**src/rtl/ata_tf_pkg.sv**
```systemverilog
package ata_tf_pkg;
   localparam int TF_SEL_W = 4;

   typedef enum logic [TF_SEL_W-1:0] {
      SEL_DATA = 4'd0,
      SEL_FEAT = 4'd1,
      SEL_CNT  = 4'd2,
      SEL_SNUM = 4'd3,
      SEL_CYLL = 4'd4,
      SEL_CYLH = 4'd5,
      SEL_DEVH = 4'd6,
      SEL_CMD  = 4'd7,
      SEL_DCTL = 4'd8,
      SEL_ADR  = 4'd9
   } tf_sel_e;

   // control register bits
   localparam int CTL_NIEN = 1;
   localparam int CTL_SRST = 2;
   // status register bits
   localparam int ST_BSY  = 7;
   localparam int ST_DRDY = 6;
   localparam int ST_ERR  = 0;
   // error register bits
   localparam int ER_ABRT = 2;
   // drive/head fields
   localparam int DH_DEV  = 4;

   localparam logic [7:0] CTL_INIT    = 8'h08;
   localparam logic [7:0] ERR_INIT    = 8'h01;
   localparam logic [7:0] ST_IN_RESET = 8'h90;
   localparam logic [7:0] DH_FIXED    = 8'hA0;
   localparam logic [7:0] ADR_IDLE    = 8'hFF;
endpackage

```
**src/rtl/ata_tf_slot.sv**
```systemverilog
module ata_tf_slot #(
   parameter int          DW      = 8,
   parameter logic [15:0] PKT_CYL = 16'hEB14,
   parameter logic [15:0] DSK_CYL = 16'h0000
) (
   input  logic          clk,
   input  logic          rst_n,
   input  logic          wr_cnt,
   input  logic          wr_snum,
   input  logic          wr_cyll,
   input  logic          wr_cylh,
   input  logic [DW-1:0] wdata,
   input  logic          slot_rst,
   input  logic          is_packet,
   output logic [DW-1:0] cnt_q,
   output logic [DW-1:0] snum_q,
   output logic [DW-1:0] cyll_q,
   output logic [DW-1:0] cylh_q
);
   localparam logic [DW-1:0] ONE = DW'(1);

   always_ff @(posedge clk or negedge rst_n) begin
      if (!rst_n) begin
         cnt_q  <= ONE;
         snum_q <= ONE;
         cyll_q <= '0;
         cylh_q <= '0;
      end else if (slot_rst) begin
         cnt_q  <= ONE;
         snum_q <= ONE;
         cyll_q <= is_packet ? PKT_CYL[DW-1:0]  : DSK_CYL[DW-1:0];
         cylh_q <= is_packet ? PKT_CYL[15:DW]   : DSK_CYL[15:DW];
      end else begin
         if (wr_cnt)  cnt_q  <= wdata;
         if (wr_snum) snum_q <= wdata;
         if (wr_cyll) cyll_q <= wdata;
         if (wr_cylh) cylh_q <= wdata;
      end
   end
endmodule

```
**src/rtl/ata_tf_ctrl.sv**
```systemverilog
module ata_tf_ctrl
   import ata_tf_pkg::*;
#(
   parameter int DW = 8,
   parameter int NS = 2
) (
   input  logic                clk,
   input  logic                rst_n,
   input  logic                host_wr,
   input  logic [TF_SEL_W-1:0] sel,
   input  logic [DW-1:0]       wdata,
   input  logic                rd_status,
   input  logic [NS-1:0]       present,
   input  logic                st_we,
   input  logic [DW-1:0]       st_val,
   input  logic                er_we,
   input  logic [DW-1:0]       er_val,
   input  logic                irq_req,
   output logic [DW-1:0]       status_q,
   output logic [DW-1:0]       err_q,
   output logic [DW-1:0]       dh_q,
   output logic [DW-1:0]       feat_q,
   output logic [DW-1:0]       cmd_q,
   output logic                cmd_stb,
   output logic                irq_q,
   output logic                slot_rst
);
   logic [DW-1:0] ctl_q;
   logic          wr_dctl, srst_rise, srst_fall, wr_devh, new_absent;

   assign wr_dctl    = host_wr && (sel == SEL_DCTL);
   assign wr_devh    = host_wr && (sel == SEL_DEVH);
   assign srst_rise  = wr_dctl &&  wdata[CTL_SRST] && !ctl_q[CTL_SRST];
   assign srst_fall  = wr_dctl && !wdata[CTL_SRST] &&  ctl_q[CTL_SRST];
   assign slot_rst   = srst_fall;
   assign new_absent = !present[wdata[DH_DEV]];

   always_ff @(posedge clk or negedge rst_n) begin
      if (!rst_n) begin
         ctl_q    <= CTL_INIT;
         status_q <= '0;
         err_q    <= ERR_INIT;
         dh_q     <= '0;
         feat_q   <= '0;
         cmd_q    <= '0;
         cmd_stb  <= 1'b0;
      end else begin
         cmd_stb <= 1'b0;
         if (st_we) status_q <= st_val;
         if (er_we) err_q    <= er_val;
         if (host_wr) begin
            unique case (sel)
               SEL_FEAT: feat_q <= wdata;
               SEL_DEVH: begin
                  dh_q <= wdata | DH_FIXED;
                  if (new_absent) begin
                     err_q    <= err_q    | (DW'(1) << ER_ABRT);
                     status_q <= status_q | (DW'(1) << ST_ERR);
                  end
               end
               SEL_CMD: begin
                  cmd_q   <= wdata;
                  cmd_stb <= 1'b1;
               end
               SEL_DCTL: begin
                  if (srst_rise) begin
                     status_q <= ST_IN_RESET;
                     err_q    <= ERR_INIT;
                     cmd_q    <= '0;
                     ctl_q    <= wdata & ~(DW'(1) << CTL_NIEN);
                  end else if (srst_fall) begin
                     status_q <= (status_q & ~(DW'(1) << ST_BSY)) | (DW'(1) << ST_DRDY);
                     dh_q     <= {dh_q[DW-1:4], 4'h0};
                     ctl_q    <= wdata;
                  end else begin
                     ctl_q <= wdata;
                  end
               end
               default: ;
            endcase
         end
      end
   end

   always_ff @(posedge clk or negedge rst_n) begin
      if (!rst_n)                irq_q <= 1'b0;
      else if (ctl_q[CTL_NIEN])  irq_q <= 1'b0;
      else if (irq_req)          irq_q <= 1'b1;
      else if (rd_status)        irq_q <= 1'b0;
   end

   assert_devh_fixed_R2: assert property (@(posedge clk) disable iff (!rst_n)
      wr_devh |=> (dh_q[7] && dh_q[5]));
   assert_srst_rise_R4: assert property (@(posedge clk) disable iff (!rst_n)
      srst_rise |=> (status_q == ST_IN_RESET && err_q == ERR_INIT && cmd_q == '0 && !ctl_q[CTL_NIEN]));
   assert_srst_fall_R5: assert property (@(posedge clk) disable iff (!rst_n)
      srst_fall |=> (!status_q[ST_BSY] && status_q[ST_DRDY] && dh_q[3:0] == 4'h0));
   assert_absent_sel_R6: assert property (@(posedge clk) disable iff (!rst_n)
      (wr_devh && new_absent) |=> (status_q[ST_ERR] && err_q[ER_ABRT]));
   assert_irq_gated_R8: assert property (@(posedge clk) disable iff (!rst_n)
      ctl_q[CTL_NIEN] |=> !irq_q);
endmodule

```
**src/rtl/ata_tf_rdmux.sv**
```systemverilog
module ata_tf_rdmux
   import ata_tf_pkg::*;
#(
   parameter int DW     = 8,
   parameter bit RD_REG = 1'b1
) (
   input  logic                clk,
   input  logic                rst_n,
   input  logic                rd_go,
   input  logic [TF_SEL_W-1:0] sel,
   input  logic                sel_present,
   input  logic [DW-1:0]       status_q,
   input  logic [DW-1:0]       err_q,
   input  logic [DW-1:0]       dh_q,
   input  logic [DW-1:0]       cnt_q,
   input  logic [DW-1:0]       snum_q,
   input  logic [DW-1:0]       cyll_q,
   input  logic [DW-1:0]       cylh_q,
   output logic [DW-1:0]       rdata,
   output logic                rvalid
);
   logic [DW-1:0] rd_mux;

   always_comb begin
      rd_mux = '0;
      if (sel == SEL_ADR) begin
         rd_mux = ADR_IDLE;
      end else if (!sel_present) begin
         rd_mux = (sel == SEL_DEVH) ? DH_FIXED : '0;
      end else begin
         unique case (sel)
            SEL_FEAT: rd_mux = err_q;
            SEL_CNT:  rd_mux = cnt_q;
            SEL_SNUM: rd_mux = snum_q;
            SEL_CYLL: rd_mux = cyll_q;
            SEL_CYLH: rd_mux = cylh_q;
            SEL_DEVH: rd_mux = dh_q;
            SEL_CMD:  rd_mux = status_q;
            SEL_DCTL: rd_mux = status_q;
            default:  rd_mux = '0;
         endcase
      end
   end

   generate
      if (RD_REG) begin : g_reg
         always_ff @(posedge clk or negedge rst_n) begin
            if (!rst_n) begin
               rdata  <= '0;
               rvalid <= 1'b0;
            end else begin
               rvalid <= rd_go;
               if (rd_go) rdata <= rd_mux;
            end
         end
         assert_adr_ff_R7: assert property (@(posedge clk) disable iff (!rst_n)
            (rd_go && sel == SEL_ADR) |=> (rvalid && rdata == ADR_IDLE));
      end else begin : g_comb
         assign rdata  = rd_mux;
         assign rvalid = rd_go;
      end
   endgenerate
endmodule

```
**src/rtl/ata_taskfile_chan.sv**
```systemverilog
module ata_taskfile_chan
   import ata_tf_pkg::*;
#(
   parameter int          DW      = 8,
   parameter int          NS      = 2,
   parameter int          SEL_W   = 4,
   parameter bit          RD_REG  = 1'b1,
   parameter logic [15:0] PKT_CYL = 16'hEB14
) (
   input  logic             clk,
   input  logic             rst_n,
   input  logic             host_wr_en,
   input  logic             host_rd_en,
   input  logic [SEL_W-1:0] host_sel,
   input  logic             host_wide,
   input  logic [DW-1:0]    host_wdata,
   output logic [DW-1:0]    host_rdata,
   output logic             host_rvalid,
   input  logic [NS-1:0]    slot_present,
   input  logic [NS-1:0]    slot_packet,
   input  logic             eng_st_we,
   input  logic [DW-1:0]    eng_st_val,
   input  logic             eng_er_we,
   input  logic [DW-1:0]    eng_er_val,
   input  logic             eng_irq_req,
   output logic [DW-1:0]    feat_val,
   output logic [DW-1:0]    cmd_code,
   output logic             cmd_stb,
   output logic             chan_irq
);
   localparam int SLOT_IW = (NS > 1) ? $clog2(NS) : 1;

   generate
      if (DW != 8)            begin : g_bad_dw  $error("task-file registers are byte wide"); end
      if (NS != 2)            begin : g_bad_ns  $error("channel serves exactly two slots"); end
      if (SEL_W != TF_SEL_W)  begin : g_bad_sel $error("select width must match package"); end
   endgenerate

   logic wr_ok, rd_ok, rd_status, slot_rst, cur_present;
   logic [DW-1:0] status_q, err_q, dh_q;
   logic [SLOT_IW-1:0] cur_slot;
   logic [DW-1:0] cnt_a [NS];
   logic [DW-1:0] snum_a[NS];
   logic [DW-1:0] cyll_a[NS];
   logic [DW-1:0] cylh_a[NS];

   assign wr_ok     = host_wr_en && !host_wide;
   assign rd_ok     = host_rd_en && !host_wide;
   assign rd_status = rd_ok && (host_sel == SEL_CMD);

   ata_tf_ctrl #(.DW(DW), .NS(NS)) u_ctrl (
      .clk(clk), .rst_n(rst_n), .host_wr(wr_ok), .sel(host_sel), .wdata(host_wdata),
      .rd_status(rd_status), .present(slot_present),
      .st_we(eng_st_we), .st_val(eng_st_val), .er_we(eng_er_we), .er_val(eng_er_val),
      .irq_req(eng_irq_req), .status_q(status_q), .err_q(err_q), .dh_q(dh_q),
      .feat_q(feat_val), .cmd_q(cmd_code), .cmd_stb(cmd_stb), .irq_q(chan_irq),
      .slot_rst(slot_rst)
   );

   generate
      for (genvar g = 0; g < NS; g++) begin : g_slot
         ata_tf_slot #(.DW(DW), .PKT_CYL(PKT_CYL), .DSK_CYL(16'h0000)) u_slot (
            .clk(clk), .rst_n(rst_n),
            .wr_cnt (wr_ok && host_sel == SEL_CNT),
            .wr_snum(wr_ok && host_sel == SEL_SNUM),
            .wr_cyll(wr_ok && host_sel == SEL_CYLL),
            .wr_cylh(wr_ok && host_sel == SEL_CYLH),
            .wdata(host_wdata), .slot_rst(slot_rst), .is_packet(slot_packet[g]),
            .cnt_q(cnt_a[g]), .snum_q(snum_a[g]), .cyll_q(cyll_a[g]), .cylh_q(cylh_a[g])
         );
      end
   endgenerate

   assign cur_slot    = dh_q[DH_DEV +: SLOT_IW];
   assign cur_present = slot_present[cur_slot];

   ata_tf_rdmux #(.DW(DW), .RD_REG(RD_REG)) u_rd (
      .clk(clk), .rst_n(rst_n), .rd_go(rd_ok), .sel(host_sel), .sel_present(cur_present),
      .status_q(status_q), .err_q(err_q), .dh_q(dh_q),
      .cnt_q(cnt_a[cur_slot]), .snum_q(snum_a[cur_slot]),
      .cyll_q(cyll_a[cur_slot]), .cylh_q(cylh_a[cur_slot]),
      .rdata(host_rdata), .rvalid(host_rvalid)
   );

   assert_cnt_both_R3: assert property (@(posedge clk) disable iff (!rst_n)
      (wr_ok && host_sel == SEL_CNT) |=> (cnt_a[0] == $past(host_wdata) && cnt_a[1] == $past(host_wdata)));
   assert_wide_noread_R9: assert property (@(posedge clk) disable iff (!rst_n)
      (host_rd_en && host_wide) |=> !host_rvalid);
endmodule

```
**config.mk**
```make
export PLATFORM = sky130hd
export DESIGN_NAME = ata_taskfile_chan
export DESIGN_NICKNAME = d
export VERILOG_FILES = /design/src/rtl/ata_tf_pkg.sv /design/src/rtl/ata_tf_slot.sv /design/src/rtl/ata_tf_ctrl.sv /design/src/rtl/ata_tf_rdmux.sv /design/src/rtl/ata_taskfile_chan.sv
export SDC_FILE = /design/constraint.sdc
export NUM_CORES = 1
export LEC_CHECK = 0
export CORE_ASPECT_RATIO = 0.9
export CORE_UTILIZATION = 30
export CTS_CLUSTER_DIAMETER = 200
export CTS_CLUSTER_SIZE = 14
export DETAILED_ROUTE_END_ITERATION = 16
export GPL_TIMING_DRIVEN = 0
export MAX_ROUTING_LAYER = met4
export PLACE_DENSITY = 0.47
export SETUP_SLACK_MARGIN = 0.2
export SLEW_MARGIN = 20
export SYNTH_ARGS = -nofsm -noshare
export SYNTH_HDL_FRONTEND = slang
export SYNTH_SLANG_ARGS = --single-unit
```
**constraint.sdc**
```tcl
create_clock -name clk -period 1.6 [get_ports clk]
set_input_delay 0.32 -clock clk [delete_from_list [all_inputs] [get_ports clk]]
set_output_delay 0.32 -clock clk [all_outputs]
set_load 0.005 [all_outputs]
```
After elaboration in Yosys (flattened, before gate mapping)
Cells that the tools add are included.

storage, ports and cells
  register bits = 102
  output and inout bits = 27
  word-level logic and storage cells = 122

cells by class
  order comparisons = 3
  equality and inequality tests = 14
  muxes and demuxes = 54
  bitwise logic cells = 2
  reduce and logical (&&, ||, !) cells = 29

operators by type and width
  operator                                                   count
  two-way mux 8 bit                                          36
  case mux 8 bit (2 select lines)                            4
  case mux 8 bit (7 select lines)                            1
  equality test 4 x 3 -> 1 bit (second input constant)       4
  logical AND 1 bit                                          12
  nonzero test 2 bit                                         6
  two-way mux 5 bit                                          2
  two-way mux 1 bit                                          9
  equality test 4 x 2 -> 1 bit (second input constant)       2
  equality test 4 bit (second input constant)                2
  AND reduction 2 bit                                        3
  AND reduction 3 bit                                        2
  equality test 4 x 1 -> 1 bit (second input constant)       1
  < comparator 1 x 2 -> 1 bit (second input constant)        2
  two-way mux 4 bit                                          1
  != test 2 x 1 -> 1 bit (second input constant)             2
  != test 4 bit (second input constant)                      1
  AND reduction 4 bit                                        1
  logical NOT 1 bit                                          3
  != test 3 bit (second input constant)                      1
  nonzero test 3 bit                                         1
  greater-or-equal comparator 2 bit (second input constant)  1
  two-way mux 2 bit                                          1
  != test 2 bit (second input constant)                      1
  other kinds (3)                                            3

Logic depth before layout (Yosys ltp)
Gate-level depths: netlist of the first run.

  depth after elaboration = 9
  depth in mapped cells = 7

Cells and area by module
A second synthesis of the first run with hierarchy kept.

unflattened totals
  cell total of the unflattened synthesis = 545
  area total of the unflattened synthesis = 6095.8 µm²

modules (own cells, without submodules)
  module             instances  cells an instance  area each (µm²)
  ata_tf_slot        2          103                1393.8
  ata_tf_ctrl        1          179                1876.8
  ata_tf_rdmux       1          113                937.1
  ata_taskfile_chan  1          47                 494.2

Worst setup path before layout of the first run
Ideal clock, no wire load.

  kind = input -> register
  start = input port host_sel[0]
  end = register g_slot[0].u_slot.cylh_q[7]
  setup time = 0.125 ns
  data arrival time = 1.665 ns
  data required time = 1.475 ns
  setup slack = -0.190 ns
  stages on the path = 6
  path buffers = 2
  cell sequence = buf_4 nor4b_4 a21oi_2 nor2_2 buf_4 mux2_2

between the ends
  cells in the longest elaborated chain, start to end = 5
  elaborated cells between the ends (all ways) = 8
  classes of those cells = 2 x eq/ne; 1 x mux; 5 x reduce/logical

RTL lines
  element                                                  RTL line                 text
  start, declared                                          ata_taskfile_chan.sv:14  input logic [SEL_W-1:0] host_sel,
  equality test 4 bit                                      ata_tf_ctrl.sv:31        assign wr_dctl = host_wr && (sel == SEL_DCTL);
  logical AND 1 bit                                        ata_tf_ctrl.sv:31
  logical AND 1 bit (2 in series)                          ata_tf_ctrl.sv:34        assign srst_fall = wr_dctl && !wdata[CTL_SRST] && ctl_q[CTL_SRST];
  two-way mux 8 bit or nonzero test 2 bit (tied branches)  --
  end signal, assigned                                     ata_tf_slot.sv:32        cylh_q <= is_packet ? PKT_CYL[15:DW] : DSK_CYL[15:DW];
  end signal, assigned                                     ata_tf_slot.sv:37        if (wr_cylh) cylh_q <= wdata;
  end, declared                                            ata_tf_slot.sv:18        output logic [DW-1:0] cylh_q

Several ways; a longest one is shown, not always the timed one.
A chain may end at the register's enable or synchronous reset.

Worst setup path in the final report of the first run
  start = input port host_sel[2]
  end = register g_slot[1].u_slot.cyll_q[4]

between the ends
  cells in the longest elaborated chain, start to end = 5
  elaborated cells between the ends (all ways) = 8
  classes of those cells = 2 x eq/ne; 1 x mux; 5 x reduce/logical

RTL lines
  element                                                  RTL line           text
  equality test 4 bit                                      ata_tf_ctrl.sv:31
  logical AND 1 bit                                        ata_tf_ctrl.sv:31
  logical AND 1 bit (2 in series)                          ata_tf_ctrl.sv:34
  two-way mux 8 bit or nonzero test 2 bit (tied branches)  --
  end signal, assigned                                     ata_tf_slot.sv:31  cyll_q <= is_packet ? PKT_CYL[DW-1:0] : DSK_CYL[DW-1:0];
  end signal, assigned                                     ata_tf_slot.sv:36  if (wr_cyll) cyll_q <= wdata;
  end, declared                                            ata_tf_slot.sv:17  output logic [DW-1:0] cyll_q,

Several ways; a longest one is shown, not always the timed one.

==> impl.org, run 1 <==
** Worst setup path
- The worst setup path is captured at a flip-flop.
- Data required, critical path :: around 1.9 ns
- For the worst flop-to-flop path, the logic depth is 5.
- The startpoint identified for the worst register-to-register timing path is u_ctrl.ctl_q[2].
- Kind of launch point of the worst setup path :: input port
- Walking the worst path, the cells encountered are buf_8 > or4b_4 > buf_12 > nor3_4 > buf_6 > buf_12 > buf_8 > o21ai_2.
- CP max stage delay :: 0.62 ns
- Worst reg2reg endpoint :: g_slot[1].u_slot.cylh_q[3]
- Flop2flop setup slack :: 0 ns
- Crit Path Class :: input port to flip-flop
- On the critical path, the stage with the largest delay is an instance of sky130_fd_sc_hd__or4b_4.
- Worst-path fanout max :: 5
- Arrival time of data at the critical path endpoint :: 1.88 ns

** Worst hold path
- Hold Crit Depth :: 3
- Startpoint of the worst hold path :: host_wdata[4]
- The min-delay analysis places its worst path in the category input port to flip-flop.
- For hold timing, the worst endpoint is u_ctrl.dh_q[4].

** Synthesis
- The synthesized design contains 0 enable-type register cells.
- Mapped Cells :: 442
- Top flip-flop cell by instance count after synthesis :: sky130_fd_sc_hd__dfrtp_1
- Cell accounting for the most synthesized area :: sky130_fd_sc_hd__dfrtp_1
- By area the synthesized netlist is led by sky130_fd_sc_hd__dfrtp_1, sky130_fd_sc_hd__mux2i_1, sky130_fd_sc_hd__mux2_2, sky130_fd_sc_hd__nand2_1, sky130_fd_sc_hd__nor2_1.
- Async set or reset register ratio after synthesis :: 100%
- Net count after synthesis :: 482
- The synthesized design devotes to its leading area cell type 46.4% of total area.
- Synthesis inferred between 90 and 100 register bits.
- Post-Syn Area :: roughly 4800 µm²
- The Yosys step of the flow raised 0 warnings.
- Share of the yosys chip area belonging to registers :: 48.0%
- Sorting the synthesized cells by how often they occur yields sky130_fd_sc_hd__dfrtp_1, sky130_fd_sc_hd__nand2_1, sky130_fd_sc_hd__mux2i_1, sky130_fd_sc_hd__nor2_1, sky130_fd_sc_hd__mux2_2.
- sky130_fd_sc_hd__dfrtp_1 is the most common cell in the netlist.
- Distinct cells, synth :: 69
- Dividing the synthesized area by the synthesized cell count gives between 10 and 15 µm².

** GRT
- Maximum number of pins on one net before global-route repair :: 54
- Combined global-route utilization of all metal layers :: 23.0%
- Vias in the first global route :: between 4,000 and 5,000
- Initial antenna violation count :: 0
- Global-route wire length before repair :: 26.6 mm
- Final global-route overflow total :: 0

** CTS
- Clk Tree Root Cell :: sky130_fd_sc_hd__clkbuf_16
- Htree depth :: 3
- For the worst-skew pair, the clock arrives at the later sink with an insertion delay of 0.36 ns.
- Bufs on Longest Clock Path :: 2
- Buffers inserted during clock tree synthesis total 9.
- Sink count of the clock tree :: 92
- Clock-pin slew was measured on the worst setup and hold paths at 0.07 ns.
- TritonCTS built the clock tree.

** Floorplanning
- 67 I/O pins were placed.
- The initial utilization of the core area, before any placement, comes to 30.9%.
- The die covers 16,500 µm².
- The die is roughly 140 µm wide.
- From bottom edge to top edge, the die measures roughly 120 µm.
- The total area inside the core boundary comes to 15,500 µm².
- The floorplan has 43 rows.

** Finish
- Final Util :: 49.7%
- Of the cells placed in the final design, the portion with a size suffix greater than 1 is between 40 and 50%.
- Area Growth Syn to Fin :: 61.0%
- NumNets Final :: 630
- The multi-input combinational cells in the finished layout cover a total of 3090 µm².
- After filler insertion, the fill cell instance count of the layout stands at between 1,000 and 1,500.
- 0 antenna diodes ended up in the layout.
- Area taken by flip-flops and latches :: roughly 2300 µm²

** Route
- Dividing the detail-routed wire length by the instance count gives ~22 µm.
- The detailed router finished its first iteration with 278 violations.
- DRC violation count after routing :: 0
- The final layout contains routed wiring with a total length of 17.8 mm.
- For this run, the detailed router's first-pass iteration total came to 5.
- Antenna Violating Nets Remaining :: 0
- Via density per instance :: around 5.4
- The final route contains 4,311 vias.

** Timing
- The hold violation count in the final report was 0.
- Setup slack on the critical path of the routed design comes to -0.0242 ns.
- At the pin with the least slew margin, the transition time is 0.559 ns.
- Top achievable clock speed :: 616 MHz
- Dividing the final minimum period by the clock period gives 102%.
- Number of slew-limit violations in the final report :: 0
- Relative max-transition margin :: 62.6%
- After layout, the minimum clock period comes to 1.62 ns.
- Setup violations remaining at the end of the flow were counted as 18.
- Setup repair after global routing could not meet its margin everywhere.
- Between clock sinks in the finished design, the worst skew comes to about 0.0054 ns.

** Run
- Max-cap violations :: 0

** Placement
- OpenSTA, run right after detailed placement, puts the worst setup slack at -1.07 ns.
- HPWL after DPL :: 11.4 mm
- GP Congestion :: 0.885
- Number of input and output port buffers inserted :: 65

** Status
- The final reports fail on negative setup slack.
- The run finished, with violations left.

** Power and ir drop
- For this design the ratio of total power to cell area is 929 nW/µm².
- For this design the static power due to leakage is 3.38 nW.
- Peak ir drop on the vdd network :: 550 µV
[how the worst max path moves through the flow]
stage	startpoint	end	cells after the start	slack, ns
3_5_place_dp	host_sel[0]	g_slot[0].u_slot.cylh_q[7]	8	-1.07
5_1_grt	host_sel[2]	g_slot[1].u_slot.cyll_q[4]	8	-0.04
6_report	host_sel[2]	g_slot[1].u_slot.cyll_q[4]	8	-0.02
4_1_cts	u_ctrl.dh_q[4]	u_rd.rdata[4]	5	-0.002
3_3_place_gp	rst_n	g_slot[1].u_slot.cylh_q[3]	1	-3.45
2_1_floorplan	host_sel[0]	g_slot[0].u_slot.cylh_q[7]	6	-0.13
[through the flow]
stage          power (mW)  setup TNS (ns)  hold WS [ns]  std cells  cell area, µm²
2_1_floorplan        3.82           -1.73        0.0244        442            5050
3_3_place_gp         4.52         -388.33         0.448        709            5960
3_5_place_dp         4.55          -73.58         0.256        710            5990
4_1_cts              7.08        -0.00180         0.234        791            7430
5_1_grt              7.50          -0.499         0.253        797            7730
6_report             7.18          -0.130         0.248        797            7730
[worst max-delay path: cells and delay by family]
kind,cells,cell delay [ns]
simple gates,2,0.84
compound gates,1,0.06
buf+inv,5,0.66
[cell families after synthesis]
group           Yosys count  synth area share (%)
compound gates          103                  16.7
simple gates            148                  17.0
xor+xnor                  1                 0.183
flops                    92                  48.0
mux                      64                  14.6
buf+inv                  34                  3.55
[what timing repair did]
| action | CTS | global route |
|---|---|---|
| pin swaps | 53 | 24 |
| setup endpoints to repair | 118 | 76 |
| gates cloned | 5 | 2 |
| gates resized for setup | 186 | 56 |
| setup buffers | 59 | 4 |
| hold buffers | 1 | 0 |
| endpoints found under the hold margin | 38 | 0 |
[area by class of cell]
cell class	instances	area share, %
timing repair buffer	137	18.6
clock buffer	11	3.27
sequential	92	29.8
buffer	26	4.19
inverter	8	0.389
tap	202	3.27
clock inverter	5	0.534
multi-input combinational	316	39.9
[where the power goes]
part           switching (mW)  total (mW)  internal [mW]  leakage [nW]
Combinational           0.905        2.02           1.11          2.10
Sequential              0.272        3.02           2.75          1.15
Clock                   0.981        2.14           1.16         0.139
[sequential cells by signal, summed over array words and instances, names as in the netlist, 7 cells and up]
signal	flops
g_slot.u_slot.cnt_q	8
u_ctrl.cmd_q	8
u_rd.rdata	8
g_slot.u_slot.cyll_q	10
u_ctrl.dh_q	7
u_ctrl.err_q	8
u_ctrl.status_q	8
g_slot.u_slot.snum_q	8
u_ctrl.feat_q	8
g_slot.u_slot.cylh_q	14
[routing by layer]
layer,vias up,part of all wire [%],track usage [%]
met5,-,0,-
met4,0,3.1,8.71
met3,44,5.0,4.37
met2,135,45,34.5
met1,2207,47,30.5
li1,1925,-,-
[placed cells by master, fill, tap and decap left out, drive strengths merged, types with 4 or more instances in the layout]
| cell type | synthesis | final |
|---|---|---|
| a221oi | 4 | 4 |
| clkbuf | 10 | 24 |
| nand2 | 50 | 50 |
| a31oi | 4 | 4 |
| mux2 | 32 | 32 |
| nor2 | 33 | 33 |
| nor2b | 9 | 9 |
| a21oi | 16 | 16 |
| o21ai | 15 | 15 |
| a22o | 7 | 7 |
| nor3 | 5 | 5 |
| a2bb2oi | 7 | 7 |
| o22ai | 6 | 6 |
| o31ai | 7 | 7 |
| a32oi | 6 | 6 |
| clkdlybuf4s50 | 0 | 28 |
| inv | 8 | 11 |
| nand4 | 4 | 4 |
| mux2i | 32 | 32 |
| nand2b | 5 | 5 |
| dfrtp | 89 | 89 |
| a211oi | 4 | 4 |
| nand3 | 18 | 18 |
| dlygate4sd2 | 0 | 28 |
| buf | 16 | 92 |
| a22oi | 5 | 5 |
(Power assumes the default switching activity.)
==> run 2: changes to the inputs <==
--- a/config.mk
+++ b/config.mk
@@ -7,9 +7,11 @@
 export LEC_CHECK = 0
 export CORE_ASPECT_RATIO = 0.9
 export CORE_UTILIZATION = 30
+export CTS_BUF_LIST = sky130_fd_sc_hd__clkbuf_8
 export CTS_CLUSTER_DIAMETER = 200
 export CTS_CLUSTER_SIZE = 14
 export DETAILED_ROUTE_END_ITERATION = 16
+export GPL_ROUTABILITY_DRIVEN = 1
 export GPL_TIMING_DRIVEN = 0
 export MAX_ROUTING_LAYER = met4
 export PLACE_DENSITY = 0.47
==> run 2 against run 1 <==
The run still ends with negative setup slack left. Hold slack worse by 0.036 ns. Clock skew grew 0.0055 ns. Via count decreased by 0.14%. Die area stayed put. Clock power down 26%. Largest power group unchanged. Design area decreased by 0.23%. Non-clock buffer count increased by 11. Sequential power about the same. Clock-buffer cell count unchanged. Worst setup slack improved by 0.0094 ns.
==> impl.org, run 2 (synthesized netlist as in run 1, its figures left out) <==
** Floorplanning
- The vertical die dimension was 122 µm (unchanged).
- The I/O pin count was 67 (unchanged).
- The die width came to 135 µm (unchanged).
- Die ar. :: 16,500 µm² (unchanged)
- Initial Util :: 30.9% (unchanged)
- The placement row count was 43 (unchanged).
- The placeable core area is 15,500 µm² (unchanged).

** Power and ir drop
- The power share of the clock group was 23.6% (-6.2 points).
- The power dissipated by switching net loads is 2.10 mW (-2.6%).
- Cell Pwr Density :: 871 nW/µm² (-6.2%)
- The switching power share of the total was 31.3% (+1.3 points).
- The maximum vdd ir drop came to 527 µV (-4.1%).
- The overall power consumption was 6.71 mW (-6.5%).
- The relative contribution of sequential cells to total power was 45.0% (+2.9 points).
- Combinational share of power :: 31.4% (+3.3 points)
- Int Power :: 4.61 mW (-8.1%)
- The leakage component of the power came to 3.35 nW (-1.1%).

** Timing
- The time the final worst path needs with I/O delays and setup came to 1.61 ns (-0.00936 ns).
- The aggregate negative setup slack is -0.0701 ns (+0.0603 ns).
- Total count of hold-check failures in the final report :: 0 (unchanged)
- Relative max-transition margin :: 63.2% (+0.62 points)
- The worst slack on hold paths came to 0.211 ns (-0.0365 ns).
- Setup repair after global routing could not meet its margin everywhere.
- The pin slew with the least headroom to its limit was 0.550 ns (-0.00922 ns).
- The post-layout worst setup margin was -0.0148 ns (+0.00936 ns).
- Setup Skew :: 0.0108 ns (+0.00548 ns)
- The final worst-path cycle share was 101% (-0.59 points).
- Top achievable clock speed :: 619 MHz (+0.58%)
- The number of max-slew violations in the final report is 0 (unchanged).
- The final-report setup violation count is 9 (-9).

** Route
- The length of routed met2 wiring was 8.31 mm (+3.3%).
- The count of TritonRoute iterations in the first routing pass was 4 (-1).
- The first-iteration detailed-routing DRC count came to 274 (-1.4%).
- Per-cell routed wire length :: 22.1 µm (-0.71%)
- The highest metal layer carrying signal wires in the routed design is met4.
- The vias per cell came to 5.33 (-1.5%).
- The total wirelength of the detailed-routed design came to 17.9 mm (+0.66%).
- Vias :: 4,305 (-0.14%)
- The routed length on met1 came to 7.85 mm (-5.1%).
- Antenna Violating Nets Remaining :: 0 (unchanged)
- The amount of wire on met3 after detailed routing is 1.27 mm (+44%).
- The count of unresolved DRC violations after routing is 0 (unchanged).

** CTS
- Num CTS Buffers :: 9 (unchanged)
- The tree is rooted in a sky130_fd_sc_hd__clkbuf_8.
- The clock transition at the registers of the reported paths was 0.09 ns (+0.02 ns).
- The later-pin clock latency in the skew report was 0.39 ns (+0.03 ns).
- CTS tree :: built
- Bufs on Longest Clock Path :: 2 (unchanged)
- The CTS H-tree depth is 3 (unchanged).
- Sink count of the clock tree :: 92 (unchanged)

** Worst setup path
- The endpoint arrival time on the critical path came to 1.89 ns (about the same).
- Cell with the most instances on the worst path :: sky130_fd_sc_hd__buf_8
- CP max stage delay :: 0.62 ns (about the same)
- The cell family contributing the most delay on the critical path is simple AND/OR/NAND/NOR gates.
- In this run the critical register-to-register path is captured at u_rd.rdata[3].
- The worst setup path is of the input port to flip-flop kind.
- The critical-path maximum fanout was 5 (unchanged).
- STA classifies the critical path endpoint as a flip-flop.
- Series of cell instances along the critical path :: buf_8 > or4b_4 > buf_12 > nor3_4 > buf_4 > buf_6 > buf_8 > nor2_2
- Reg-to-Reg Start :: u_ctrl.dh_q[4]
- The count of cells along the worst register-to-register path is 5 (unchanged).
- The required time of the worst setup path came to 1.88 ns (+0.03 ns).
- The number of buffer and inverter instances along the worst setup path was 5 (unchanged).
- The largest individual stage delay along the critical path comes from the cell sky130_fd_sc_hd__or4b_4.
- STA classifies the critical path startpoint as an input port.
- The slack of the worst reg-to-reg path was -0.01 ns (about the same).

** GRT
- Vias in the first global route :: 4,384 (+0.32%)
- The total track usage is 22.8% (-0.16 points).
- Initial antenna violation count :: 0 (unchanged)
- Global-route wire length before repair :: 26.4 mm (-0.55%)
- The largest net degree at the start of global routing came to 54 (unchanged).
- Final global-route overflow total :: 0 (unchanged)

** Worst hold path
- Startpoint of the worst hold path :: host_wdata[4]
- The number of cells on the worst hold path was 3 (unchanged).
- Endpoint of the worst hold path :: u_ctrl.dh_q[4]
- The worst hold path belongs to the class input port to flip-flop.

** Finish
- Max FFs per register :: 14 (unchanged)
- Commonest non-fill, non-tap cells in the layout :: sky130_fd_sc_hd__dfrtp_1, sky130_fd_sc_hd__buf_4, sky130_fd_sc_hd__nand2_1
- The fraction of layout cells with a size suffix above 1 is 45.7% (+0.33 points).
- The total inserted antenna cells came to 0 (unchanged).
- Largest regs :: g_slot.u_slot.cylh_q (14), g_slot.u_slot.cyll_q (10)
- Area Growth Syn to Fin :: 60.7%
- The post-layout net count was 641 (+1.7%).
- Ranked by flip-flop count, first place goes to g_slot.u_slot.cylh_q.
- Most common cell after layout, fill and taps aside :: sky130_fd_sc_hd__dfrtp_1
- The core occupancy in the finished layout was 49.6% (-0.11 points).

** Placement
- The final estimated routing congestion in global placement came to 0.885 (unchanged).
- The detailed-placement wirelength estimate came to 11.4 mm (unchanged).
- The number of buffers inserted by port buffering came to 65 (unchanged).

** Status
- Run status :: finished with violations
- Violated checks :: negative setup slack

** Run
- The number of max-capacitance violations reported was 0 (unchanged).
run 2: changes by cell type in the layout (fill, tap and decap cells not counted), moves of 3 or more:
cell and change:
sky130_fd_sc_hd__buf_4 +9, sky130_fd_sc_hd__clkbuf_16 -9, sky130_fd_sc_hd__clkbuf_8 +10, sky130_fd_sc_hd__clkdlybuf4s15_1 +20
sky130_fd_sc_hd__dlygate4sd2_1 -18, sky130_fd_sc_hd__mux2_2 +3, sky130_fd_sc_hd__mux2_4 -3, sky130_fd_sc_hd__nor2_2 +4
sky130_fd_sc_hd__nor2_4 -4
run 2: power groups by stage:
stage               Clock, mW  Sequential [mW]  Combinational [mW]
floorplan                   0             2.98               0.842
global placement            0             3.04                1.49
detailed placement          0             3.04                1.51
CTS                      1.63             3.00                1.84
global route             1.73             3.07                2.25
finish                   1.59             3.02                2.11
run 2: routing by layer:
metal  global-route usage (%)  vias up
met5                        -        -
met4                     7.72        0
met3                     4.79       27
met2                     35.2      127
met1                     29.6     2200
li1                         -     1951
run 2: cell type report:
type / instances / area, µm²
Sequential cell: 92 / 2310
Buffer: 26 / 327
Tap cell: 202 / 253
Fill cell: 1404 / 7840
Inverter: 8 / 30.0
Clock buffer: 11 / 151
Multi-Input combinational cell: 316 / 3040
Timing Repair Buffer: 148 / 1560
Clock inverter: 5 / 41.3
run 2: how the worst max path moves through the flow:
| stage | cells after the start | endpoint | start | slack [ns] |
|---|---|---|---|---|
| final | 8 | g_slot[1].u_slot.cnt_q[6] | host_sel[2] | -0.01 |
| after global routing | 5 | u_rd.rdata[4] | u_ctrl.dh_q[4] | -0.07 |
| after CTS | 5 | u_rd.rdata[4] | u_ctrl.dh_q[4] | 0.006 |
| after detailed placement | 8 | g_slot[0].u_slot.cylh_q[7] | host_sel[0] | -1.07 |
| after global placement | 1 | g_slot[1].u_slot.cylh_q[3] | rst_n | -3.45 |
| after floorplan | 6 | g_slot[0].u_slot.cylh_q[7] | host_sel[0] | -0.13 |
run 2: tightest hold or removal path, cell delays in order:
cell	delay (ns)
sky130_fd_sc_hd__buf_8	0.13
sky130_fd_sc_hd__nand2_2	0.07
sky130_fd_sc_hd__o21ai_1	0.05
run 2: what timing repair did:
item / CTS / global route
hold endpoints to repair: 38 / 0
pin swaps: 42 / 24
cloned: 5 / 2
setup endpoints to repair: 118 / 93
resized for setup: 184 / 65
hold buffers: 1 / 0
setup buffers: 58 / 16
run 2: stage by stage:
step / worst slack, ns / instance area (µm²) / instances
finish: -0.0148 / 7710 / 808
global route: -0.0676 / 7710 / 808
CTS: 0.00644 / 7280 / 790
detailed placement: -1.07 / 5990 / 710
global placement: -3.45 / 5960 / 709
floorplan: -0.133 / 5050 / 442
